## config.mk

```make
export PLATFORM = sky130hd
export DESIGN_NAME = quad_dac_ctrl
export DESIGN_NICKNAME = d
export VERILOG_FILES = /design/src/rtl/qdac_pkg.sv /design/src/rtl/qdac_sync.sv /design/src/rtl/qdac_shift.sv /design/src/rtl/qdac_chan.sv /design/src/rtl/quad_dac_ctrl.sv
export SDC_FILE = /design/constraint.sdc
export NUM_CORES = 1
export LEC_CHECK = 0
export BUFFER_PORTS_ARGS = -buffer_cell sky130_fd_sc_hd__buf_4
export CAP_MARGIN = 30
export CORE_UTILIZATION = 32
export CTS_CLUSTER_DIAMETER = 80
export CTS_CLUSTER_SIZE = 25
export DETAILED_ROUTE_END_ITERATION = 6
export GPL_ROUTABILITY_DRIVEN = 0
export HOLD_SLACK_MARGIN = 0.02
export PLACE_DENSITY = 0.57
export SLEW_MARGIN = 15
export SYNTH_ARGS = -nofsm -noshare
export SYNTH_HDL_FRONTEND = slang
export SYNTH_HIERARCHICAL = 1
export SYNTH_SLANG_ARGS = --single-unit
```

## constraint.sdc

```tcl
create_clock -name clk -period 1.9 [get_ports clk]
set_clock_uncertainty 0.2 [all_clocks]
set_input_delay 0 -clock clk [delete_from_list [all_inputs] [get_ports clk]]
set_output_delay 0 -clock clk [all_outputs]
set_load 0.005 [all_outputs]
```

## src/rtl/qdac_pkg.sv

```systemverilog
package qdac_pkg;
  localparam int WORD_W = 16;
  localparam int CODE_W = 12;
  localparam int NCH    = 4;
  localparam int ADDR_W = $clog2(NCH);

  typedef struct packed {
    logic              all_off;
    logic              one_off;
    logic [ADDR_W-1:0] addr;
    logic [CODE_W-1:0] code;
  } qdac_cmd_t;
endpackage

```

## src/rtl/qdac_sync.sv

```systemverilog
module qdac_sync #(
  parameter int          W       = 4,
  parameter int          STAGES  = 2,
  parameter logic [W-1:0] RST_VAL = '0
) (
  input  logic         clk,
  input  logic         rst_n,
  input  logic [W-1:0] din,
  output logic [W-1:0] dout
);
  logic [W-1:0] stg [STAGES];

  generate
    for (genvar s = 0; s < STAGES; s++) begin : g_stage
      if (s == 0) begin : g_first
        always_ff @(posedge clk or negedge rst_n)
          if (!rst_n) stg[0] <= RST_VAL;
          else        stg[0] <= din;
      end else begin : g_next
        always_ff @(posedge clk or negedge rst_n)
          if (!rst_n) stg[s] <= RST_VAL;
          else        stg[s] <= stg[s-1];
      end
    end
  endgenerate

  assign dout = stg[STAGES-1];
endmodule

```

## src/rtl/qdac_shift.sv

```systemverilog
module qdac_shift
  import qdac_pkg::*;
(
  input  logic              clk,
  input  logic              rst_n,
  input  logic              sclk_s,
  input  logic              csn_s,
  input  logic              sdi_s,
  output logic              cmd_vld,
  output logic [WORD_W-1:0] cmd_word
);
  localparam int CNT_W = $clog2(WORD_W + 1);
  localparam logic [CNT_W-1:0] FULL = CNT_W'(WORD_W);

  logic             sclk_q, csn_q;
  logic [CNT_W-1:0] cnt;
  logic [WORD_W-1:0] sh;
  logic             sclk_rise, cs_rise;

  assign sclk_rise = sclk_s & ~sclk_q;
  assign cs_rise   = csn_s & ~csn_q;

  always_ff @(posedge clk or negedge rst_n) begin
    if (!rst_n) begin
      sclk_q   <= 1'b0;
      csn_q    <= 1'b1;
      cnt      <= '0;
      sh       <= '0;
      cmd_vld  <= 1'b0;
      cmd_word <= '0;
    end else begin
      sclk_q  <= sclk_s;
      csn_q   <= csn_s;
      cmd_vld <= 1'b0;
      if (cs_rise && cnt == FULL) begin
        cmd_vld  <= 1'b1;
        cmd_word <= sh;
      end
      if (csn_s) begin
        cnt <= '0;
      end else if (sclk_rise) begin
        sh <= {sh[WORD_W-2:0], sdi_s};
        if (cnt != FULL) cnt <= cnt + 1'b1;
      end
    end
  end
endmodule

```

## src/rtl/qdac_chan.sv

```systemverilog
module qdac_chan
  import qdac_pkg::*;
(
  input  logic              clk,
  input  logic              rst_n,
  input  logic              wr,
  input  logic              off_set,
  input  logic [CODE_W-1:0] code,
  input  logic              load,
  output logic [CODE_W-1:0] in_code,
  output logic [CODE_W-1:0] out_code,
  output logic              off
);
  always_ff @(posedge clk or negedge rst_n) begin
    if (!rst_n) begin
      in_code <= '0;
      off     <= 1'b0;
    end else if (wr) begin
      in_code <= code;
      off     <= 1'b0;
    end else if (off_set) begin
      off     <= 1'b1;
    end
  end

  always_ff @(posedge clk or negedge rst_n) begin
    if (!rst_n)    out_code <= '0;
    else if (load) out_code <= in_code;
  end
endmodule

```

## src/rtl/quad_dac_ctrl.sv

```systemverilog
module quad_dac_ctrl
  import qdac_pkg::*;
#(
  parameter int SYNC_STAGES = 2
) (
  input  logic                  clk,
  input  logic                  rst_n,
  input  logic                  spi_sclk,
  input  logic                  spi_csn,
  input  logic                  spi_sdi,
  input  logic                  ld_n,
  output logic [NCH*CODE_W-1:0] dac_code,
  output logic [NCH-1:0]        shdn
);
  logic [3:0] raw, syn;
  logic       sclk_s, csn_s, sdi_s, ld_s;
  logic       cmd_vld;
  logic [WORD_W-1:0] cmd_word;
  qdac_cmd_t  cmd;
  logic [NCH*CODE_W-1:0] in_code;

  assign raw = {ld_n, spi_csn, spi_sclk, spi_sdi};

  qdac_sync #(.W(4), .STAGES(SYNC_STAGES), .RST_VAL(4'b1100)) u_sync (
    .clk(clk), .rst_n(rst_n), .din(raw), .dout(syn)
  );

  assign {ld_s, csn_s, sclk_s, sdi_s} = syn;

  qdac_shift u_shift (
    .clk(clk), .rst_n(rst_n), .sclk_s(sclk_s), .csn_s(csn_s), .sdi_s(sdi_s),
    .cmd_vld(cmd_vld), .cmd_word(cmd_word)
  );

  assign cmd = qdac_cmd_t'(cmd_word);

  generate
    for (genvar ch = 0; ch < NCH; ch++) begin : g_ch
      logic sel, wr, off_set;
      assign sel     = (cmd.addr == ADDR_W'(ch));
      assign wr      = cmd_vld & ~cmd.all_off & ~cmd.one_off & sel;
      assign off_set = cmd_vld & (cmd.all_off | (cmd.one_off & sel));

      qdac_chan u_chan (
        .clk(clk), .rst_n(rst_n), .wr(wr), .off_set(off_set),
        .code(cmd.code), .load(~ld_s),
        .in_code(in_code[ch*CODE_W +: CODE_W]),
        .out_code(dac_code[ch*CODE_W +: CODE_W]),
        .off(shdn[ch])
      );
    end
  endgenerate
endmodule

```

==> After elaboration in Yosys (flattened, before gate mapping) <==
Index checks and enable logic that the tools add are counted.
{ "totals": {"reg_bits": 148, "word_cells": 73} }
{ "op_classes": {"add_sub_neg": 1, "n_eq_ne": 5, "mux": 12, "bitwise_logic": 25, "reduce_logical": 10} }
{ "op_table": {"columns": ["cell", "n"], "rows": [
  ["bitwise AND 1 bit", 16],
  ["two-way mux 5 bit", 3],
  ["nonzero test 2 bit", 6],
  ["two-way mux 1 bit", 9],
  ["adder 5 x 1 -> 5 bit, second input constant", 1],
  ["equality test 5 bit, second input constant", 1],
  ["inequality test 5 bit, second input constant", 1],
  ["inverter 1 bit", 5],
  ["equality test 2 bit, second input constant", 2],
  ["OR 1 bit", 4],
  ["AND reduction 2 bit", 2],
  ["equality test 2 x 1 -> 1 bit, second input constant", 1],
  ["logical NOT 2 bit", 1],
  ["logical AND 1 bit", 1]
]} }

==> Depth between registers and ports, before layout <==
Gate-level depths: netlist of the first run.
{ "logic_depth": {"ltp_word": 6, "depth_mapped": 6, "depth_no_buf": 5} }

==> Cells and area by module <==
The synthesis of the first run kept the hierarchy.
{ "modules_own_cells": {"columns": ["module", "instances", "cells_each", "area_each_um2", "seq_area_each_um2"], "rows": [
  ["qdac_chan", 4, 52, 962.2, 625.6],
  ["qdac_shift", 1, 103, 1611.5, 1002.2],
  ["qdac_sync", 1, 12, 235.2, 205.2],
  ["quad_dac_ctrl", 1, 15, 82.6, 0.0]
]} }

==> Least setup slack after synthesis of the first run <==
Ideal clock, no wire load.
{ "synth_path": {"path_kind": "reg2reg", "start": "reg u_shift.cmd_word[15]", "end": "reg g_ch[1].u_chan.in_code[0]", "setup_ns": 0.125, "arrival_time_ns": 1.532, "required_time_ns": 1.575, "path_slack_ns": 0.043, "stages_incl_launch_ff": 5, "cell_sequence": "dfrtp_1 > or3b_4 > nor2_1 > buf_6 > mux2_4"} }
{ "synth_between": {"elab_chain_cells": 4} }
{ "synth_rtl": {"columns": ["item", "line_no", "rtl"], "rows": [
  ["from (decl)", "qdac_shift.sv:10", "output logic [WORD_W-1:0] cmd_word"],
  ["from (signal assigned)", "qdac_shift.sv:37", "cmd_word <= sh;"],
  ["inverter 1 bit", "quad_dac_ctrl.sv:41", "assign wr = cmd_vld & ~cmd.all_off & ~cmd.one_off & sel;"],
  ["bitwise AND 1 bit (3 in a row)", "quad_dac_ctrl.sv:41", null],
  ["via g_ch[1].wr", "quad_dac_ctrl.sv:39", "logic sel, wr, off_set;"],
  ["to (signal assigned)", "qdac_chan.sv:19", "in_code <= code;"],
  ["to (decl)", "qdac_chan.sv:10", "output logic [CODE_W-1:0] in_code,"]
]} }
The timed path passes the listed nets, and every way through them passes these cells.
A chain may end at the register's enable or synchronous reset.

==> Worst setup path in the final report of the first run <==
{ "layout_path": {"start": "reg u_shift.cmd_word[15]", "end": "reg g_ch[1].u_chan.in_code[9]"} }
Same word-level chain as after synthesis.

==> results of run 1 <==
==> per-stage QoR <==
stage	setup TNS [ps]	total power (W)
after floorplan	0	0.00349
after global placement	0	0.00360
after detailed placement	0	0.00361
after CTS	0	0.00737
after global routing	-661	0.00753
final	0	0.00726
==> layout make-up <==
type | instances | area, sq um | area share [%]
Multi-Input combinational cell | 171 | 1920 | 26.3
Clock buffer | 22 | 454 | 6.21
Sequential cell | 148 | 3710 | 50.7
Inverter | 4 | 15.0 | 0.205
Tap cell | 225 | 282 | 3.85
Clock inverter | 10 | 203 | 2.77
Timing Repair Buffer | 80 | 727 | 9.94
==> how the worst max path moves through the flow <==
stage	slack (ps)	endpoint	depth (start not counted)
after floorplan	40	g_ch[1].u_chan/in_code[0]$_DFFE_PN0P_	4
after global placement	50	g_ch[0].u_chan/out_code[4]$_DFFE_PN0P_	2
after detailed placement	30	g_ch[2].u_chan/in_code[11]$_DFFE_PN0P_	4
after CTS	20	g_ch[1].u_chan/in_code[9]$_DFFE_PN0P_	4
after global routing	-50	g_ch[1].u_chan/in_code[9]$_DFFE_PN0P_	4
final	20	g_ch[1].u_chan/in_code[9]$_DFFE_PN0P_	4
==> worst reg2reg max path, stage by stage (launching register included) <==
cell	delay, ps
dfrtp_1	390
or3b_4	440
nor2_1	210
buf_12	190
mux2_2	350
==> logic make-up (layout without fill, tap and decap cells) <==
family,after synthesis,after routing,share of synthesized area [%]
compound gates,15,15,1.69
fa+ha+maj,2,2,0.433
buf+inv,19,116,2.75
flops,148,148,64.2
mux,129,129,28.0
simple gates,25,25,2.88
==> repair_timing <==
action                                  in CTS  in global routing
hold endpoints to repair                   152                  0
endpoints found under the setup margin       0                 45
resized for setup                            0                  3
setup buffers                                0                  1
hold buffers                                 9                  0
==> sequential cells by signal, summed over array words and instances, names as in the netlist <==
register	flops
g_ch.u_chan/in_code	48
g_ch.u_chan/off	4
g_ch.u_chan/out_code	48
u_shift/cmd_vld	1
u_shift/cmd_word	16
u_shift/cnt	5
u_shift/csn_q	1
u_shift/sclk_q	1
u_shift/sh	16
u_sync/dout	4
u_sync/stg	4
==> metal layers <==
| metal | share of wire, % | vias to the layer above |
|---|---|---|
| met3 | 3.8 | 13 |
| met5 | 0 | - |
| li1 | - | 1364 |
| met1 | 47 | 1551 |
| met2 | 48 | 43 |
| met4 | 1.9 | 0 |
==> power by group through the flow <==
stage	Combinational (W)	Sequential, W	Clock, W
floorplan	0.000139	0.00335	0
global placement	0.000224	0.00337	0
detailed placement	0.000235	0.00338	0
CTS	0.000250	0.00332	0.00381
global route	0.000276	0.00333	0.00392
finish	0.000242	0.00332	0.00370
==> layout by cell type, fill, tap and decap left out <==
cell / Yosys / layout
dfrtp_1: 143 / 143
mux2_2: 83 / 81
buf_4: 5 / 62
mux2_4: 45 / 47
clkbuf_16: 0 / 17
dlygate4sd3_1: 0 / 9
buf_12: 0 / 8
bufinv_16: 0 / 6
nand2b_1: 5 / 5
nand2_1: 5 / 5
o21ai_0: 5 / 5
dfstp_2: 5 / 5
nor2_1: 4 / 4
clkbuf_1: 0 / 4
o21ba_2: 4 / 4
or3_1: 4 / 4
a21oi_1: 4 / 4
clkinv_2: 0 / 3
inv_1: 4 / 3
ha_1: 2 / 2
or3b_4: 1 / 1
o21ai_1: 1 / 1
inv_2: 0 / 1
nor3_4: 0 / 1
o31ai_1: 1 / 1
clkbuf_8: 0 / 1
clkinvlp_4: 0 / 1
buf_6: 9 / 1
and4bb_4: 1 / 1
nand3b_4: 1 / 1
nor2_2: 1 / 1
nand3b_1: 1 / 1
nand3_1: 1 / 1
mux2i_1: 1 / 1
==> metrics, run 1 <==
status finished, final reports clean; # rows 48; routed wire length 10100 microns; CP Launch Type flop; IO buf count 57; Largest delay share family, worst path simple AND/OR/NAND/NOR gates; DR WL/cell 15.3 microns; HP Start ld_n; Global Route met1 Usage 16.1%; filler instances 1540; max cap viols 0; P_leak 3.66 nW; crit share post-route 98.7%; dpl ws 30.0 ps; Clk pwr share 50.9%; CTS Buf Count 17; Iter 0 DRT Violations 138; Die Ht 136 microns; initial antenna violation count 0; sequential area share after synthesis 64.2%; fin area 0.00731 sq mm; cell count after placement 618; first drt pass iteration count 4; share of the synthesized area in the top cell type 61.9%; crit-path max FO 13; Fmax 533 MHz; Slew @ Worst Pin 519 ps; Post-Syn Instances 338; estimated wirelength of the detail-placed design 6920 microns; Synth top cells by count 143 x dfrtp_1, 83 x mux2_2, 45 x mux2_4, 9 x buf_6; Worst Hold Class input pin to flop; arrival time at the worst endpoint 1980 ps; Antenna diodes 0; critical path type flop to flop; clock sink count 148; FF-to-FF path depth 4; Global Route Usage Sum 12.2%; layout cells sized above 1 55.6%; Critical Path Max Stage Delay 440 ps; library cell with the highest instance count after synthesis dfrtp_1; crit path time final 1880 ps; RSZ-0062 raised after global routing true; Sw Ratio 19.2%; gr busiest metal met2; Yosys reg bits 148; Setup-failing EPs final 0; distinct cell type count after synthesis 26; area grow syn2layout 26.6%; clock root cell clkbuf_16; num ports 58; Logic pwr share 3.3%; WHS Endpoint u_sync/stg[7]$_DFF_PN1_; H-tree depth 4; Final WS setup 23.8 ps; Post-Route Hold Slack 51.7 ps; core area 0.0175 sq mm; largest net degree at the start of global routing 53; met2 usage 18.0%; CTS max path bufs 2; leading area contributor after synthesis dfrtp_1; number of global-route vias before repair 3164; Reg power frac 45.7%; CP bufs+invs 1; EDFF count, synth 0; routed via count 2971; Reg2Reg Setup Slack 20 ps; Clk Latency, worst-skew pair 420 ps; peak supply drop 0.665 mV; Placed Area 0.00653 sq mm; P_int 0.00587 W; switching power 0.00139 W; final core occ 41.8%; clock slew at the register clock pins of the worst setup and hold paths 60 ps; first-pass GRT wire length 16900 microns; met3 Use GR 3.95%; asr flop ratio synth 100%; Critical Path, Cell by Cell or3b_4 > nor2_1 > buf_12 > mux2_2; Die X 136 microns; Synth area leaders dfrtp_1 62%, mux2_2 16%, mux2_4 12%, dfstp_2 2.3%, buf_6 1.8%; Mapped Area 0.00578 sq mm; hold path depth 2; RR Startpoint u_shift/cmd_word[15]$_DFFE_PN0P_; CP Capture Type flop; syn nets 346; worst r2r dst g_ch[1].u_chan/in_code[9]$_DFFE_PN0P_; grt ovf 0; Synth Warn # 6; die area 0.0186 sq mm; antenna-violating nets left 0; Worst Setup SP u_shift/cmd_word[15]$_DFFE_PN0P_; Non-Filler Instances 660; Power Density 992 mW/mm^2; Initial Util 33.1%; top_reg_cell synth dfrtp_1; NumNets Final 430; Avg Synthesized Cell Area 17.1 sq um; DRC viols 0; CTS tree built; slowest CP cell or3b_4; Final Hold Fails 0; max-slew violations 0; DR vias/cell 4.50; Rel. slew slack 65.4%; required time of the worst setup path 2000 ps
(Power assumes the default switching activity.)
==> run 2, diff against run 1 <==
--- a/config.mk
+++ b/config.mk
@@ -13,7 +13,7 @@
 export DETAILED_ROUTE_END_ITERATION = 6
 export GPL_ROUTABILITY_DRIVEN = 0
 export HOLD_SLACK_MARGIN = 0.02
-export PLACE_DENSITY = 0.57
+export PLACE_DENSITY = 0.55
 export SLEW_MARGIN = 15
 export SYNTH_ARGS = -nofsm -noshare
 export SYNTH_HDL_FRONTEND = slang
==> constraint.sdc (replaced) <==
create_clock -name clk -period 2 [get_ports clk]
set_clock_uncertainty 0.2 [all_clocks]
set_input_delay 0 -clock clk [delete_from_list [all_inputs] [get_ports clk]]
set_output_delay 0 -clock clk [all_outputs]
set_load 0.005 [all_outputs]
==> metrics, run 2 (same netlist as run 1, synthesis figures left out) <==
first drt pass iteration count 4 (unchanged); CTS tree built; routed wire length 10000 microns (-0.61%); final core occ 41.2% (-0.69 points); Slew @ Worst Pin 460 ps (-59.1 ps); grt ovf 0 (unchanged); IO buf count 57 (unchanged); max cap viols 0 (unchanged); Global Route Usage Sum 11.9% (-0.28 points); peak supply drop 0.760 mV (+14%); # rows 48 (unchanged); Iter 0 DRT Violations 119 (-14%); required time of the worst setup path 2100 ps (+100 ps); die area 0.0186 sq mm (unchanged); crit share post-route 93.5% (-5.2 points); Final Hold Fails 0 (unchanged); Antenna diodes 0 (unchanged); Clk Latency, worst-skew pair 420 ps (about the same); Worst Hold Class flop to flop; DR WL/cell 15.2 microns (-0.46%); highest-count cells in the layout ignoring fill and taps 143 x dfrtp_1, 83 x mux2_2, 63 x buf_4, 45 x mux2_4, 17 x clkbuf_16; crit path time final 1870 ps (-6.09 ps); Setup-failing EPs final 0 (unchanged); DR vias/cell 4.40 (-2.3%); P_leak 3.62 nW (-1.3%); DRC viols 0 (unchanged); layout cells sized above 1 56.0% (+0.36 points); CTS Buf Count 17 (unchanged); largest registers g_ch.u_chan/in_code (48), g_ch.u_chan/out_code (48); estimated wirelength of the detail-placed design 6690 microns (-3.3%); fin area 0.00719 sq mm (-1.7%); status finished, final reports clean; most common cell after layout, fill and taps aside dfrtp_1; max-slew violations 0 (unchanged); Total Power 0.00653 W (-10%); core area 0.0175 sq mm (unchanged); Die Ht 136 microns (unchanged); crit-path max FO 9 (-4); number of global-route vias before repair 3032 (-4.2%); area grow syn2layout 24.5%; initial antenna violation count 0 (unchanged); CTS max path bufs 2 (unchanged); TNS Setup 0 ps (unchanged); Critical Path, Cell by Cell or3b_4 > nor2_1 > buf_4 > mux2_4; Die X 136 microns (unchanged); NumNets Final 429 (-0.23%); largest net degree at the start of global routing 55 (+3.8%); clock sink count 148 (unchanged); CP Launch Type flop; clock slew at the register clock pins of the worst setup and hold paths 60 ps (about the same); arrival time at the worst endpoint 1970 ps (about the same); num ports 58 (unchanged); antenna-violating nets left 0 (unchanged); Critical Path Max Stage Delay 430 ps (about the same); H-tree depth 4 (unchanged); Fmax 535 MHz (+0.33%); Power Density 908 mW/mm^2 (-8.5%); RSZ-0062 raised after global routing false; routed via count 2899 (-2.4%); CP bufs+invs 1 (unchanged); slowest CP cell or3b_4; Initial Util 33.1% (unchanged); CP Capture Type flop; first-pass GRT wire length 16400 microns (-2.9%); Rel. slew slack 69.3% (+3.9 points); Largest delay share family, worst path simple AND/OR/NAND/NOR gates; clock root cell clkbuf_16; critical path type flop to flop; Placed Area 0.00648 sq mm (-0.80%)
## run 2: changes by cell type in the layout (fill, tap and decap cells not counted), sizes merged
cell         previous run  this run
clkinv                  3         7
dlygate4sd3             9        10
buf                    71        69
clkinvlp                1         4
clkbuf                 22        18
bufinv                  6         3
## run 2: layout make-up
cell class / count / area, sq um
repair buffers: 79 / 684
inverters: 4 / 15.0
well taps: 225 / 282
multi-input cells: 171 / 1910
clock inverters: 14 / 163
fillers: 1610 / 10300
flip-flops and latches: 148 / 3710
clock buffers: 18 / 429
## run 2: metal layers
layer  vias up  share of wire, %  GRT usage [%]
met2        45                46           16.8
met3        14               4.0           4.10
li1       1355                 -              -
met4         0               1.9           5.74
met1      1485                49           16.2
met5         -                 0              0
## run 2: path summary, 6_finish.rpt
check | slack [ps] | cells past startpoint | to | start
max | 130 | 4 | g_ch[1].u_chan/in_code[1]$_DFFE_PN0P_ | u_shift/cmd_word[15]$_DFFE_PN0P_
min | 150 | 0 | u_sync/dout[1]$_DFF_PN0_ | u_sync/stg[5]$_DFF_PN0_
max reg2reg | 130 | 4 | g_ch[1].u_chan/in_code[1]$_DFFE_PN0P_ | u_shift/cmd_word[15]$_DFFE_PN0P_
min reg2reg | 150 | 0 | u_sync/dout[1]$_DFF_PN0_ | u_sync/stg[5]$_DFF_PN0_
max in group asynchronous | 540 | 4 | g_ch[0].u_chan/out_code[1]$_DFFE_PN0P_ | rst_n
min in group asynchronous | 420 | 3 | g_ch[1].u_chan/out_code[10]$_DFFE_PN0P_ | rst_n
## run 2: per-stage QoR
step / instances / setup slack, ps / hold WS [ps]
5_1_grt: 659 / 73.1 / 152
6_report: 659 / 130 / 149
3_3_place_gp: 615 / 137 / -234
2_1_floorplan: 338 / 143 / -496
4_1_cts: 658 / 106 / 149
3_5_place_dp: 616 / 128 / -224
## run 2: where the power goes
part           internal [W]  total (W)  switching (W)
clock network       0.00195    0.00315        0.00120
registers           0.00309    0.00315      0.0000646
logic              0.000114   0.000224       0.000110
## run 2: what timing repair did
action,CTS,global route
setup endpoints to repair,0,10
resized for setup,0,0
buffers inserted,0,1
hold buffers,10,0
hold endpoints to repair,152,0
